===== config.mk =====
export PLATFORM = sky130hd
export DESIGN_NAME = rtc_snap_regs
export DESIGN_NICKNAME = d
export VERILOG_FILES = /design/src/rtl/rtc_snap_pkg.sv /design/src/rtl/rtc_snap_ptr.sv /design/src/rtl/rtc_snap_core.sv /design/src/rtl/rtc_snap_ram.sv /design/src/rtl/rtc_snap_regs.sv
export SDC_FILE = /design/constraint.sdc
export NUM_CORES = 1
export LEC_CHECK = 0
export CAP_MARGIN = 10
export CORE_ASPECT_RATIO = 0.75
export CORE_MARGIN = 10
export CORE_UTILIZATION = 45
export DETAILED_ROUTE_END_ITERATION = 8
export PLACE_DENSITY = 0.59
export SLEW_MARGIN = 20
export SYNTH_ARGS = -nofsm -noshare
export SYNTH_HDL_FRONTEND = slang
export SYNTH_SLANG_ARGS = --single-unit

===== constraint.sdc =====
create_clock -name clk_i -period 6.7 [get_ports clk_i]
set_input_delay 1.675 -clock clk_i [delete_from_list [all_inputs] [get_ports clk_i]]
set_output_delay 1.675 -clock clk_i [all_outputs]
set_load 0.01 [all_outputs]

===== src/rtl/rtc_snap_pkg.sv =====
package rtc_snap_pkg;

  localparam int TIME_REGS = 7;
  localparam int CTRL_ADDR = TIME_REGS;
  localparam int RAM_BASE  = TIME_REGS + 1;

  typedef logic [TIME_REGS-1:0][7:0] time_vec_t;

  // byte lanes of the time vector
  localparam int I_SEC  = 0;
  localparam int I_MIN  = 1;
  localparam int I_HOUR = 2;
  localparam int I_DOW  = 3;
  localparam int I_DATE = 4;
  localparam int I_MON  = 5;
  localparam int I_YEAR = 6;

  localparam time_vec_t TIME_RST = {8'h00, 8'h01, 8'h01, 8'h01, 8'h00, 8'h00, 8'h00};

  // {wrapped, next} for a BCD counter running lo..hi
  function automatic logic [8:0] bcd_step(input logic [7:0] v, input logic [7:0] hi,
                                          input logic [7:0] lo);
    if (v >= hi) return {1'b1, lo};
    if (v[3:0] >= 4'd9) return {1'b0, v[7:4] + 4'd1, 4'd0};
    return {1'b0, v + 8'd1};
  endfunction

  function automatic logic leap_bcd(input logic [7:0] y);
    if (!y[4]) return (y[3:0] == 4'd0) || (y[3:0] == 4'd4) || (y[3:0] == 4'd8);
    return (y[3:0] == 4'd2) || (y[3:0] == 4'd6);
  endfunction

  function automatic logic [7:0] month_end(input logic [7:0] m, input logic [7:0] y);
    case (m)
      8'h02:                      return leap_bcd(y) ? 8'h29 : 8'h28;
      8'h04, 8'h06, 8'h09, 8'h11: return 8'h30;
      default:                    return 8'h31;
    endcase
  endfunction

endpackage


===== src/rtl/rtc_snap_ptr.sv =====
module rtc_snap_ptr #(
  parameter int ADDR_W = 6
) (
  input  logic              clk_i,
  input  logic              rst_ni,
  input  logic              start_i,
  input  logic              wr_i,
  input  logic              rd_i,
  input  logic [7:0]        wdata_i,
  output logic [ADDR_W-1:0] ptr_o,
  output logic              ptr_load_o,
  output logic              wrap_o
);

  logic [ADDR_W-1:0] ptr_q;
  logic              pend_q;
  logic              adv;

  assign ptr_load_o = wr_i && pend_q;
  assign adv        = rd_i || (wr_i && !pend_q);
  assign wrap_o     = adv && !start_i && (ptr_q == {ADDR_W{1'b1}});
  assign ptr_o      = ptr_q;

  always_ff @(posedge clk_i or negedge rst_ni) begin
    if (!rst_ni) begin
      ptr_q  <= '0;
      pend_q <= 1'b0;
    end else if (start_i) begin
      pend_q <= 1'b1;
    end else if (ptr_load_o) begin
      ptr_q  <= wdata_i[ADDR_W-1:0];
      pend_q <= 1'b0;
    end else if (adv) begin
      ptr_q  <= ptr_q + 1'b1;
    end
  end

  a_r3_ptr_wrap: assert property (@(posedge clk_i) disable iff (!rst_ni)
    (adv && !start_i && !ptr_load_o && ptr_q == {ADDR_W{1'b1}}) |=> (ptr_q == '0));

  a_r2_ptr_load: assert property (@(posedge clk_i) disable iff (!rst_ni)
    (ptr_load_o && !start_i) |=> (ptr_q == $past(wdata_i[ADDR_W-1:0])));

endmodule


===== src/rtl/rtc_snap_core.sv =====
module rtc_snap_core
  import rtc_snap_pkg::*;
#(
  parameter int PRESC_DIV = 32768
) (
  input  logic                 clk_i,
  input  logic                 rst_ni,
  input  logic                 osc_tick_i,
  input  logic [TIME_REGS-1:0] load_en_i,
  input  time_vec_t            load_val_i,
  output time_vec_t            live_o,
  output time_vec_t            live_nxt_o
);

  localparam int CNT_W = (PRESC_DIV > 1) ? $clog2(PRESC_DIV) : 1;
  localparam logic [CNT_W-1:0] CNT_LAST = CNT_W'(PRESC_DIV - 1);

  time_vec_t        live_q, nxt;
  logic [CNT_W-1:0] pre_q, pre_nxt;
  logic             halt, load_any, sec_pulse;
  logic [8:0]       s_sec, s_min, s_hr, s_dow, s_date, s_mon, s_yr;

  assign halt      = live_q[I_SEC][7];
  assign load_any  = |load_en_i;
  assign sec_pulse = osc_tick_i && !halt && !load_any && (pre_q == CNT_LAST);

  always_comb begin
    if (load_any)                pre_nxt = '0;
    else if (osc_tick_i && !halt) pre_nxt = (pre_q == CNT_LAST) ? '0 : pre_q + 1'b1;
    else                         pre_nxt = pre_q;
  end

  always_comb begin
    s_sec  = bcd_step({1'b0, live_q[I_SEC][6:0]}, 8'h59, 8'h00);
    s_min  = bcd_step(live_q[I_MIN], 8'h59, 8'h00);
    s_hr   = bcd_step(live_q[I_HOUR], 8'h23, 8'h00);
    s_dow  = bcd_step(live_q[I_DOW], 8'h07, 8'h01);
    s_date = bcd_step(live_q[I_DATE], month_end(live_q[I_MON], live_q[I_YEAR]), 8'h01);
    s_mon  = bcd_step(live_q[I_MON], 8'h12, 8'h01);
    s_yr   = bcd_step(live_q[I_YEAR], 8'h99, 8'h00);

    nxt = live_q;
    if (load_any) begin
      for (int i = 0; i < TIME_REGS; i++)
        if (load_en_i[i]) nxt[i] = load_val_i[i];
    end else if (sec_pulse) begin
      nxt[I_SEC] = s_sec[7:0];
      if (s_sec[8]) begin
        nxt[I_MIN] = s_min[7:0];
        if (s_min[8]) begin
          nxt[I_HOUR] = s_hr[7:0];
          if (s_hr[8]) begin
            nxt[I_DOW]  = s_dow[7:0];
            nxt[I_DATE] = s_date[7:0];
            if (s_date[8]) begin
              nxt[I_MON] = s_mon[7:0];
              if (s_mon[8]) nxt[I_YEAR] = s_yr[7:0];
            end
          end
        end
      end
    end
  end

  always_ff @(posedge clk_i or negedge rst_ni) begin
    if (!rst_ni) begin
      live_q <= TIME_RST;
      pre_q  <= '0;
    end else begin
      live_q <= nxt;
      pre_q  <= pre_nxt;
    end
  end

  assign live_o     = live_q;
  assign live_nxt_o = nxt;

  a_r11_halt_holds: assert property (@(posedge clk_i) disable iff (!rst_ni)
    (halt && !load_any) |=> ($stable(live_q) && $stable(pre_q)));

  a_r9_presc_clear: assert property (@(posedge clk_i) disable iff (!rst_ni)
    load_any |=> (pre_q == '0));

endmodule


===== src/rtl/rtc_snap_ram.sv =====
module rtc_snap_ram #(
  parameter int ADDR_W = 6,
  parameter int BASE   = 8
) (
  input  logic              clk_i,
  input  logic              we_i,
  input  logic [ADDR_W-1:0] addr_i,
  input  logic [7:0]        wdata_i,
  output logic [7:0]        rdata_o
);

  localparam int WORDS = (1 << ADDR_W) - BASE;

  logic [7:0]        mem [WORDS];
  logic [ADDR_W-1:0] off;

  assign off     = (addr_i >= ADDR_W'(BASE)) ? addr_i - ADDR_W'(BASE) : '0;
  assign rdata_o = mem[off];

  always_ff @(posedge clk_i) begin
    if (we_i) mem[off] <= wdata_i;
  end

endmodule


===== src/rtl/rtc_snap_regs.sv =====
module rtc_snap_regs
  import rtc_snap_pkg::*;
#(
  parameter int ADDR_W    = 6,
  parameter int PRESC_DIV = 32768
) (
  input  logic       clk_i,
  input  logic       rst_ni,
  input  logic       start_i,
  input  logic       stop_i,
  input  logic       wr_i,
  input  logic [7:0] wdata_i,
  input  logic       rd_i,
  input  logic       osc_tick_i,
  output logic [7:0] rdata_o,
  output logic       rvalid_o
);

  logic [ADDR_W-1:0]    ptr;
  logic                 ptr_load, wrap, wr_data, snap;
  logic [TIME_REGS-1:0] dirty_q, load_en;
  time_vec_t            usr_q, live, live_nxt;
  logic [7:0]           ctrl_q, ram_rd, rd_byte;
  logic                 ram_we;

  rtc_snap_ptr #(.ADDR_W(ADDR_W)) u_ptr (
    .clk_i, .rst_ni, .start_i, .wr_i, .rd_i, .wdata_i,
    .ptr_o(ptr), .ptr_load_o(ptr_load), .wrap_o(wrap)
  );

  assign wr_data = wr_i && !ptr_load && !start_i;
  assign snap    = start_i || stop_i || wrap;
  assign load_en = stop_i ? dirty_q : '0;
  assign ram_we  = wr_data && (ptr >= ADDR_W'(RAM_BASE));

  rtc_snap_core #(.PRESC_DIV(PRESC_DIV)) u_core (
    .clk_i, .rst_ni, .osc_tick_i,
    .load_en_i(load_en), .load_val_i(usr_q),
    .live_o(live), .live_nxt_o(live_nxt)
  );

  rtc_snap_ram #(.ADDR_W(ADDR_W), .BASE(RAM_BASE)) u_ram (
    .clk_i, .we_i(ram_we), .addr_i(ptr), .wdata_i, .rdata_o(ram_rd)
  );

  // user copy: pending writes win, STOP settles everything, other events refresh clean bytes
  always_ff @(posedge clk_i or negedge rst_ni) begin
    if (!rst_ni) begin
      usr_q   <= TIME_RST;
      dirty_q <= '0;
      ctrl_q  <= '0;
    end else begin
      for (int i = 0; i < TIME_REGS; i++) begin
        if (wr_data && ptr == ADDR_W'(i)) begin
          usr_q[i]   <= wdata_i;
          dirty_q[i] <= 1'b1;
        end else if (stop_i) begin
          usr_q[i]   <= live_nxt[i];
          dirty_q[i] <= 1'b0;
        end else if (snap && !dirty_q[i]) begin
          usr_q[i]   <= live_nxt[i];
        end
      end
      if (wr_data && ptr == ADDR_W'(CTRL_ADDR)) ctrl_q <= wdata_i;
    end
  end

  always_comb begin
    rd_byte = ram_rd;
    if (ptr == ADDR_W'(CTRL_ADDR)) rd_byte = ctrl_q;
    for (int i = 0; i < TIME_REGS; i++)
      if (ptr == ADDR_W'(i)) rd_byte = usr_q[i];
  end

  always_ff @(posedge clk_i or negedge rst_ni) begin
    if (!rst_ni) begin
      rdata_o  <= '0;
      rvalid_o <= 1'b0;
    end else begin
      rvalid_o <= rd_i;
      if (rd_i) rdata_o <= rd_byte;
    end
  end

  a_r2_rvalid: assert property (@(posedge clk_i) disable iff (!rst_ni)
    rd_i |=> rvalid_o);

  a_r5_start_snap: assert property (@(posedge clk_i) disable iff (!rst_ni)
    (start_i && !stop_i && !wr_i && !dirty_q[I_SEC]) |=> (usr_q[I_SEC] == live[I_SEC]));

  a_r6_stop_snap: assert property (@(posedge clk_i) disable iff (!rst_ni)
    (stop_i && !wr_i) |=> (usr_q == live));

  a_r8_frozen: assert property (@(posedge clk_i) disable iff (!rst_ni)
    (!start_i && !stop_i && !wrap && !wr_i) |=> $stable(usr_q));

  a_r9_commit: assert property (@(posedge clk_i) disable iff (!rst_ni)
    (stop_i && !wr_i && dirty_q[I_MIN]) |=> (live[I_MIN] == $past(usr_q[I_MIN])));

endmodule


After elaboration in Yosys (flattened, before gate mapping)

Memories as Yosys holds them, arrays and structs flattened.
Cells that the tools add are included.

Memory bits (read-only): 0
Input port bits: 15
Logic and storage cells: 262
Memory bits (writable): 448
Register bits: 158
Memories kept: 1
Bits in latches: 0

Bitwise logic cells: 1
Eq/ne operators: 18
Order comparisons: 15
Reductions and logical operators: 65
Divide/modulo/power cells: 0
Shift operators: 0
Multiply operators: 0
$add $sub $neg: 17
Muxes and demuxes: 118

Memory list:

| name      | words | width | rd ports | clocked after memory_dff | write ports | RTL line           | text |
|---|---|---|---|---|---|---|---|
| u_ram.mem | 56    | 8     | 1        | 0                        | 1           | rtc_snap_ram.sv:14 | `logic [7:0] mem [WORDS];` |

Operators by type and width:

| cell                                                                  | count |
|---|---|
| 8-bit 2-to-1 mux                                                      | 45 |
| 9-bit 2-to-1 mux                                                      | 20 |
| 56-bit 2-to-1 mux                                                     | 2 |
| 8-bit by 1-bit adder with 8-bit output, second input constant         | 6 |
| 48-bit 2-to-1 mux                                                     | 1 |
| 15-bit 2-to-1 mux                                                     | 3 |
| 40-bit 2-to-1 mux                                                     | 1 |
| 1-bit 2-to-1 mux                                                      | 39 |
| 32-bit 2-to-1 mux                                                     | 1 |
| 4-bit greater-or-equal comparator, second input constant              | 7 |
| 1-bit logical AND                                                     | 25 |
| 4-bit by 1-bit adder with 4-bit output, second input constant         | 6 |
| 6-bit by 3-bit equality test with 1-bit output, second input constant | 4 |
| 3-bit nonzero test                                                    | 7 |
| 2-bit nonzero test                                                    | 10 |
| 6-bit 2-to-1 mux                                                      | 3 |
| 8-bit by 3-bit equality test with 1-bit output, second input constant | 2 |
| 16-bit 2-to-1 mux                                                     | 1 |
| 8-bit case mux with 2 select lines                                    | 1 |
| 15-bit by 1-bit adder with 15-bit output, second input constant       | 1 |
| 15-bit equality test, second input constant                           | 1 |
| 6-bit by 2-bit equality test with 1-bit output, second input constant | 2 |
| 1-bit logical NOT                                                     | 12 |
| 7-bit by 1-bit adder with 8-bit output, second input constant         | 1 |
| other kinds (27)                                                      | 33 |

Logic depth before layout (Yosys ltp)

Gate-level depths: netlist of the first run.

Word-level depth: 22
Depth in mapped cells: 16

Cells and area by module

From an unflattened synthesis of the first run, not the netlist that was laid out.

Cells, all modules: 2,209
Area total of the unflattened synthesis: 27,850.5 um2

Modules (own cells, without submodules):

| module        | instances | seq. area each (um2) | area each (um2) | cells each |
|---|---|---|---|---|
| rtc_snap_ram  | 1         | 13,452.9             | 17,609.4        | 1,067 |
| rtc_snap_core | 1         | 1,780.5              | 5,328.9         | 601 |
| rtc_snap_regs | 1         | 2,005.7              | 4,479.3         | 496 |
| rtc_snap_ptr  | 1         | 175.2                | 432.9           | 45 |

Worst setup path before layout of the first run

OpenSTA, ideal clock, no wires.

Kind: input to register
Start: in osc_tick_i
End: reg u_core.live_q, in the netlist u_core.live_o[40]
Library setup time: 0.088 ns
Slack: 3.069 ns
Arrival time: 3.543 ns
Data required time: 6.612 ns
Stages: 7
Cell sequence: nor2b_1 o311ai_0 or3_1 clkbuf_1 nor2_1 nor3_1 or3_1

RTL lines:

| item                   | RTL line            | text |
|---|---|---|
| start: declaration     | rtc_snap_regs.sv:14 | `input logic osc_tick_i,` |
| end signal: assignment | rtc_snap_core.sv:70 | `live_q <= nxt;` |
| end: declaration       | rtc_snap_core.sv:18 | `time_vec_t live_q, nxt;` |

Final worst setup path of the first run

Start: in osc_tick_i
End: reg usr_q[38] in the netlist's numbering

Word-level cells in the longest chain between the ends: 8

RTL lines:

| item                                | RTL line            | text |
|---|---|---|
| 1-bit logical AND (*) (3 in series) | rtc_snap_core.sv:25 | `assign sec_pulse = osc_tick_i && !halt && !load_any && (pre_q == CNT_LAST);` |
| 56-bit 2-to-1 mux (*)               | rtc_snap_core.sv:46 | `end else if (sec_pulse) begin` |
| 56-bit 2-to-1 mux (*)               | rtc_snap_core.sv:43 | `if (load_any) begin` |
| 8-bit 2-to-1 mux                    | rtc_snap_regs.sv:60 | `end else if (snap && !dirty_q[i]) begin` |
| 8-bit 2-to-1 mux (*)                | rtc_snap_regs.sv:57 | `end else if (stop_i) begin` |
| 8-bit 2-to-1 mux (*)                | rtc_snap_regs.sv:54 | `if (wr_data && ptr == ADDR_W'(i)) begin` |
| end signal: indexed assignment      | rtc_snap_regs.sv:55 | `usr_q[i] <= wdata_i;` |
| end signal: indexed assignment      | rtc_snap_regs.sv:58 | `usr_q[i] <= live_nxt[i];` |
| end signal: indexed assignment      | rtc_snap_regs.sv:61 | `usr_q[i] <= live_nxt[i];` |
| end: declaration                    | rtc_snap_regs.sv:22 | `time_vec_t usr_q, live, live_nxt;` |

Every way passes the cells marked *; elsewhere a longest branch is shown, timed or not. The select of a mux whose other input is x is not followed.
A chain may end at the register's enable or synchronous reset.

==> results.ini, run 1 <==
[yosys]
synth-seq-cells = 606
yosys.area_share.adder_pct = 2.23
synth_top_family_by_area = compound AO/OA/AOI/OAI gates
synth.top_cell.area_share_pct = 48.9
synth_compound_area_share_pct = 13.7
muxShareOfSynthArea_pct = 6.60
async_reset_ff_share_pct = 26.1
synthCells = 2253
synthesis.area_sq_mm = 0.0275
yosysTopAreaCell = edfxtp_1
postSynthAreaPerCell_sq_um = 12.2
yosys_most_used_dff = edfxtp_1
synth_xor_xnor_area_share_pct = 0.191
yosysWarningCount = 0
synth-edff-count = 448
syn_nets = 2317
ys_seq_area_share_pct = 63.3
synthDistinctLibCells = 83
synth.area.top_cells = edfxtp_1, dfrtp_1, mux2i_1
yosys.area_share.simple_pct = 11.8

[clocking]
cts_made_buffers = 59
root_buffer = clkbuf_16
hold_buffers = 0
post_cts_buffers = 0
cts_tree = done
cts_max_path_buffers = 3
clkSinkCount = 606
post_cts_resized = 0
htree_levels = 2
cts.clk_slew.worst_paths_ps = 70
clk_latency_ps = 640

[drt]
ant_nets = 0
num_vias = 19600
routedWlPerCell_microns = 26.4
wl_microns = 82100
drt-initial-drc-count = 2499
drtPass1Iterations = 6
via_per_inst = 6.32
drc = 0

[cells_and_area]
drive_above_1_share_pct = 8.32
nNetsFinal = 2325
final_common_cell = edfxtp_1
final_util_pct = 50.6
final_cell_mix = edfxtp_1, nand2_1, nor2_1, dfrtp_1, mux2i_1
syn_to_final_growth_pct = 11.1
fillCellCount = 5253

[die]
die_w_microns = 306
core_sq_mm = 0.0605
dieArea_sq_mm = 0.0716
num_rows = 78
fp.dieH_microns = 234
pin_count = 24
initial_core_util_pct = 45.5

[worst_setup_path]
r2r.worst_path.cells = 8
cp-end-kind = flop
reg2reg_from = u_ptr.ptr_o[3]
arrival_ps = 4990
worst_ep_required_time_ps = 7240
r2r-end = rdata_o[5]
path_class = input pin to flop
start_kind = input pin
path_max_fanout = 19
rrSetupSlack_ps = 2320

[min_path]
hold_depth = 1
hold_end = u_core.pre_q[13]
min_from = u_core.pre_q[13]
hold_path_class = flop to flop

[grt]
grt_pass1_wl_microns = 123000
grt_max_degree = 114
grt_pass1_vias = 18800
antenna_found_initial = 0
track_usage_pct = 22.4
grt-ovfl-total = 0

[timing]
drv_slew = 0
setup_tns_ps = 0
fin_crit_sh_pct = 66.4
rsz0062_at_grt = no
min_period_ps = 4450
worst_pin_slew_ps = 1020
slew_headroom_pct = 31.7
fin_skew_ps = 34.9
fmax_mhz = 225
setup_viol = 0
finalHoldViolCount = 0

[power_and_ir_drop]
power_leakage_nw = 11.0
peakVddDrop_v = 0.000216
power_density_mw_per_mm2 = 319

[place]
portBuffers = 23
dp_hpwl_microns = 54100
place.gp.congestion = 0.922

[status]
status = completed

[job]
maxCapViolCount = 0

==> metrics by stage <==
stage	area [sq um]	setup WS, ps	hold slack [ps]	power, mW	instances
2_1_floorplan	27500	3070	450	5.59	2253
3_5_place_dp	28700	1660	500	6.45	3000
5_1_grt	30600	2050	526	10.1	3108
3_3_place_gp	28700	1810	471	6.44	3000
6_report	30600	2250	512	9.75	3109
4_1_cts	30600	2290	515	9.76	3108
==> synth_stat cells, types with 49 or more instances <==
cell	n
ha_1	49
nor2_1	186
edfxtp_1	448
a21oi_1	109
nand3_1	53
nand2_1	230
mux2i_1	149
clkbuf_1	81
dfrtp_1	152
nor3_1	64
o21ai_0	144
o22ai_1	57
==> sequential cells by signal, summed over array words and instances, names as in the netlist <==
| signal | count |
|---|---|
| u_ptr.ptr_o | 6 |
| usr_q | 56 |
| rvalid_o | 1 |
| ctrl_q | 8 |
| dirty_q | 7 |
| u_core.live_o | 56 |
| u_ptr.pend_q | 1 |
| rdata_o | 8 |
| u_core.pre_q | 15 |
| u_ram.mem | 448 |
==> where the power goes <==
group	leakage [nW]	switching (mW)	internal, mW
Sequential	6.04	0.213	4.18
Clock	0.909	1.47	1.86
Combinational	4.04	1.35	0.681
==> kinds of logic (layout without fill, tap and decap cells) <==
family,Yosys count,in the layout
and+or+nand+nor,693,693
DFF,606,606
AOI/OAI and AO/OA,568,568
muxes,172,172
buffers and inverters,159,214
adders and majority gates,49,49
xor gates and xnor gates,6,6
other,0,1
==> worst max-delay path: stages <==
cell	delay, ps
clkdlybuf4s50_1	510
nor2b_1	310
o311ai_0	210
buf_4	200
or3_1	670
buf_4	310
nor2_1	260
a311oi_1	170
or4_1	530
a21oi_1	140
==> routing by layer <==
| metal | share of wire, % | vias to the layer above | global-route usage, % |
|---|---|---|---|
| met5 | 0 | - | 0 |
| met3 | 9.4 | 143 | 4.27 |
| met2 | 41 | 929 | 31.8 |
| met1 | 47 | 9899 | 34.4 |
| li1 | - | 8664 | - |
| met4 | 2.6 | 0 | 6.33 |
==> area by class of cell <==
class                           count  area, sq um  share of cell area, %
Sequential cell                   606        17400                   56.9
Timing Repair Buffer               64          512                   1.67
Multi-Input combinational cell   1488         9580                   31.3
Clock buffer                       73         1530                   5.00
Inverter                           42          158                  0.515
Antenna cell                        1         2.50                0.00818
Clock inverter                     35          385                   1.26
Tap cell                          800         1000                   3.27
==> how the worst max path moves through the flow <==
stage	startpoint	endpoint	cells past startpoint
final	osc_tick_i	usr_q[38]	10
after global routing	osc_tick_i	usr_q[38]	10
after CTS	osc_tick_i	usr_q[38]	10
after detailed placement	osc_tick_i	usr_q[38]	10
after global placement	osc_tick_i	usr_q[38]	10
after floorplan	osc_tick_i	u_core.live_o[40]	7
Note: power is estimated with default switching activity, not from simulation.
==> run 2, diff against run 1 <==
--- a/config.mk
+++ b/config.mk
@@ -10,7 +10,7 @@
 export CORE_MARGIN = 10
 export CORE_UTILIZATION = 45
 export DETAILED_ROUTE_END_ITERATION = 8
-export PLACE_DENSITY = 0.59
+export PLACE_DENSITY = 0.61
 export SLEW_MARGIN = 20
 export SYNTH_ARGS = -nofsm -noshare
 export SYNTH_HDL_FRONTEND = slang
==> constraint.sdc (replaced) <==
create_clock -name clk_i -period 3.92 [get_ports clk_i]
set_input_delay 0.98 -clock clk_i [delete_from_list [all_inputs] [get_ports clk_i]]
set_output_delay 0.98 -clock clk_i [all_outputs]
set_load 0.01 [all_outputs]
==> results.ini, run 2 (same netlist as run 1, synthesis figures left out) <==
[cells_and_area]
instances_no_fill = 3223  ; +3.7%
largest-register = u_ram.mem
drive_above_1_share_pct = 13.2  ; +4.8 points
n_antenna_cell = 0  ; -1
design_area_sq_mm = 0.0317  ; +3.6%
nNetsFinal = 2440  ; +4.9%
final_common_cell = edfxtp_1
largest_reg_flops = 448  ; unchanged
final_util_pct = 52.3  ; +1.8 points
final_cell_mix = edfxtp_1, nand2_1, nor2_1, dfrtp_1, mux2i_1
syn_to_final_growth_pct = 15.1

[timing]
fmax_mhz = 271
setup_tns_ps = 0  ; unchanged
finalHoldViolCount = 0  ; unchanged
fin_skew_ps = 15.1  ; -19.7 ps
fin_crit_sh_pct = 94.0
drv_slew = 0  ; unchanged
min_period_ps = 3680
slew_headroom_pct = 26.1  ; -5.5 points
rsz0062_at_grt = yes
setup_viol = 0  ; unchanged
worst_pin_slew_ps = 1100  ; +84.9 ps
holdWs_ps = 357  ; -155 ps
setup_ws_ps = 236  ; -2010 ps

[clocking]
post_cts_buffers = 0  ; unchanged
cts_tree = done
cts.clk_slew.worst_paths_ps = 70  ; about the same
cts_max_path_buffers = 3  ; unchanged
cts_made_buffers = 59  ; unchanged
root_buffer = clkbuf_16
clkSinkCount = 606  ; unchanged
htree_levels = 2  ; unchanged
clk_latency_ps = 640  ; about the same

[drt]
routedWlPerCell_microns = 25.8  ; -2.3%
wl_microns = 83200  ; +1.3%
num_vias = 20200  ; +2.7%
ant_nets = 0  ; unchanged
drt-initial-drc-count = 2379  ; -4.8%
via_per_inst = 6.26  ; -0.92%
drtPass1Iterations = 6  ; unchanged
drc = 0  ; unchanged

[die]
num_rows = 78  ; unchanged
fp.dieH_microns = 234  ; unchanged
die_w_microns = 306  ; unchanged
pin_count = 24  ; unchanged
dieArea_sq_mm = 0.0716  ; unchanged
core_sq_mm = 0.0605  ; unchanged
initial_core_util_pct = 45.5  ; unchanged

[power_and_ir_drop]
power_density_mw_per_mm2 = 540  ; +69%
power_leakage_nw = 11.7  ; +6.2%
total_power_mw = 17.1  ; +75%
peakVddDrop_v = 0.000416  ; +92%

[worst_setup_path]
crit_buf_inv = 1  ; -2
crit_slowest_cell = dfstp_2
arrival_ps = 4190  ; -800 ps
path_max_fanout = 7  ; -12
crit_chain = inv_1 -> ha_1 -> o21ai_0 -> o21ai_0 -> a32oi_1 -> nor3_2 -> a21oi_1 -> ha_1 -> nor4b_1 -> a2bb2oi_2 -> a211o_4 -> or4_4 -> o21a_1 -> a2111oi_4 -> o21ai_1
slowest_delay_ps = 590  ; -80 ps
r2r.worst_path.cells = 15  ; +7
start_kind = flop
worst_ep_required_time_ps = 4430  ; -2810 ps
cp-end-kind = flop
cp_num_cells = 15  ; +5
path_class = flop to flop
crit_family = compound AO/OA/AOI/OAI gates

[place]
dpl_cell_area_sq_mm = 0.0296  ; +3.4%
place.gp.congestion = 0.917  ; -0.55%
pre_cts_slack_ps = 49.6  ; -1610 ps
dp_hpwl_microns = 57100  ; +5.6%
dp_cells = 3115  ; +3.8%
portBuffers = 23  ; unchanged

[grt]
grt_pass1_vias = 19500  ; +3.7%
grt-ovfl-total = 0  ; unchanged
track_usage_pct = 22.9  ; +0.51 points
grt_pass1_wl_microns = 126000  ; +2.5%
antenna_found_initial = 2  ; +2
grt_max_degree = 76  ; -33%

[min_path]
hold_path_class = input pin to asynchronous set/reset pin

[status]
status = completed

[job]
maxCapViolCount = 0  ; unchanged

## run 2: cell count changes in the layout (fill, tap and decap cells not counted), moves of 4 or more
cell and delta:
buf_12 +9, clkbuf_1 -7, buf_4 +106, clkinvlp_4 +4
## run 2: cell type report
cell class | count | area [sq um]
fillers | 5190 | 28800
flip-flops and latches | 606 | 17400
multi-input cells | 1488 | 9640
clock buffers | 66 | 1500
repair buffers | 179 | 1490
well taps | 800 | 1000
clock inverters | 42 | 470
inverters | 42 | 158
## run 2: routing by layer
| layer | vias up | GRT usage [%] | part of all wire (%) |
|---|---|---|---|
| met5 | - | 0 | 0.0084 |
| met4 | 2 | 5.52 | 2.1 |
| met3 | 129 | 5.00 | 9.9 |
| met2 | 943 | 32.3 | 41 |
| met1 | 10200 | 35.3 | 47 |
| li1 | 8896 | - | - |
## run 2: where the power goes
part,leakage [nW],total (mW),switching [mW],internal [mW]
Sequential,6.04,7.51,0.364,7.14
Clock,0.935,5.83,2.53,3.30
Combinational,4.70,3.77,2.39,1.38
Total,11.7,17.1,5.29,11.8
## run 2: what timing repair did
item,4_1_cts,5_1_grt
pin swaps,0,1
hold buffers,0,0
resized for setup,1,6
endpoints found under the setup margin,1,16
## run 2: path summary, 6_finish.rpt
kind,slack (ps),start,to
min reg2reg,480,u_core.pre_q[13],u_core.pre_q[13]
max,240,u_core.live_o[40],usr_q[50]
min,360,rst_ni,u_core.pre_q[11]
max reg2reg,240,u_core.live_o[40],usr_q[50]
max in group asynchronous,2660,rst_ni,u_core.live_o[40]
min in group clk_i,480,u_core.pre_q[13],u_core.pre_q[13]
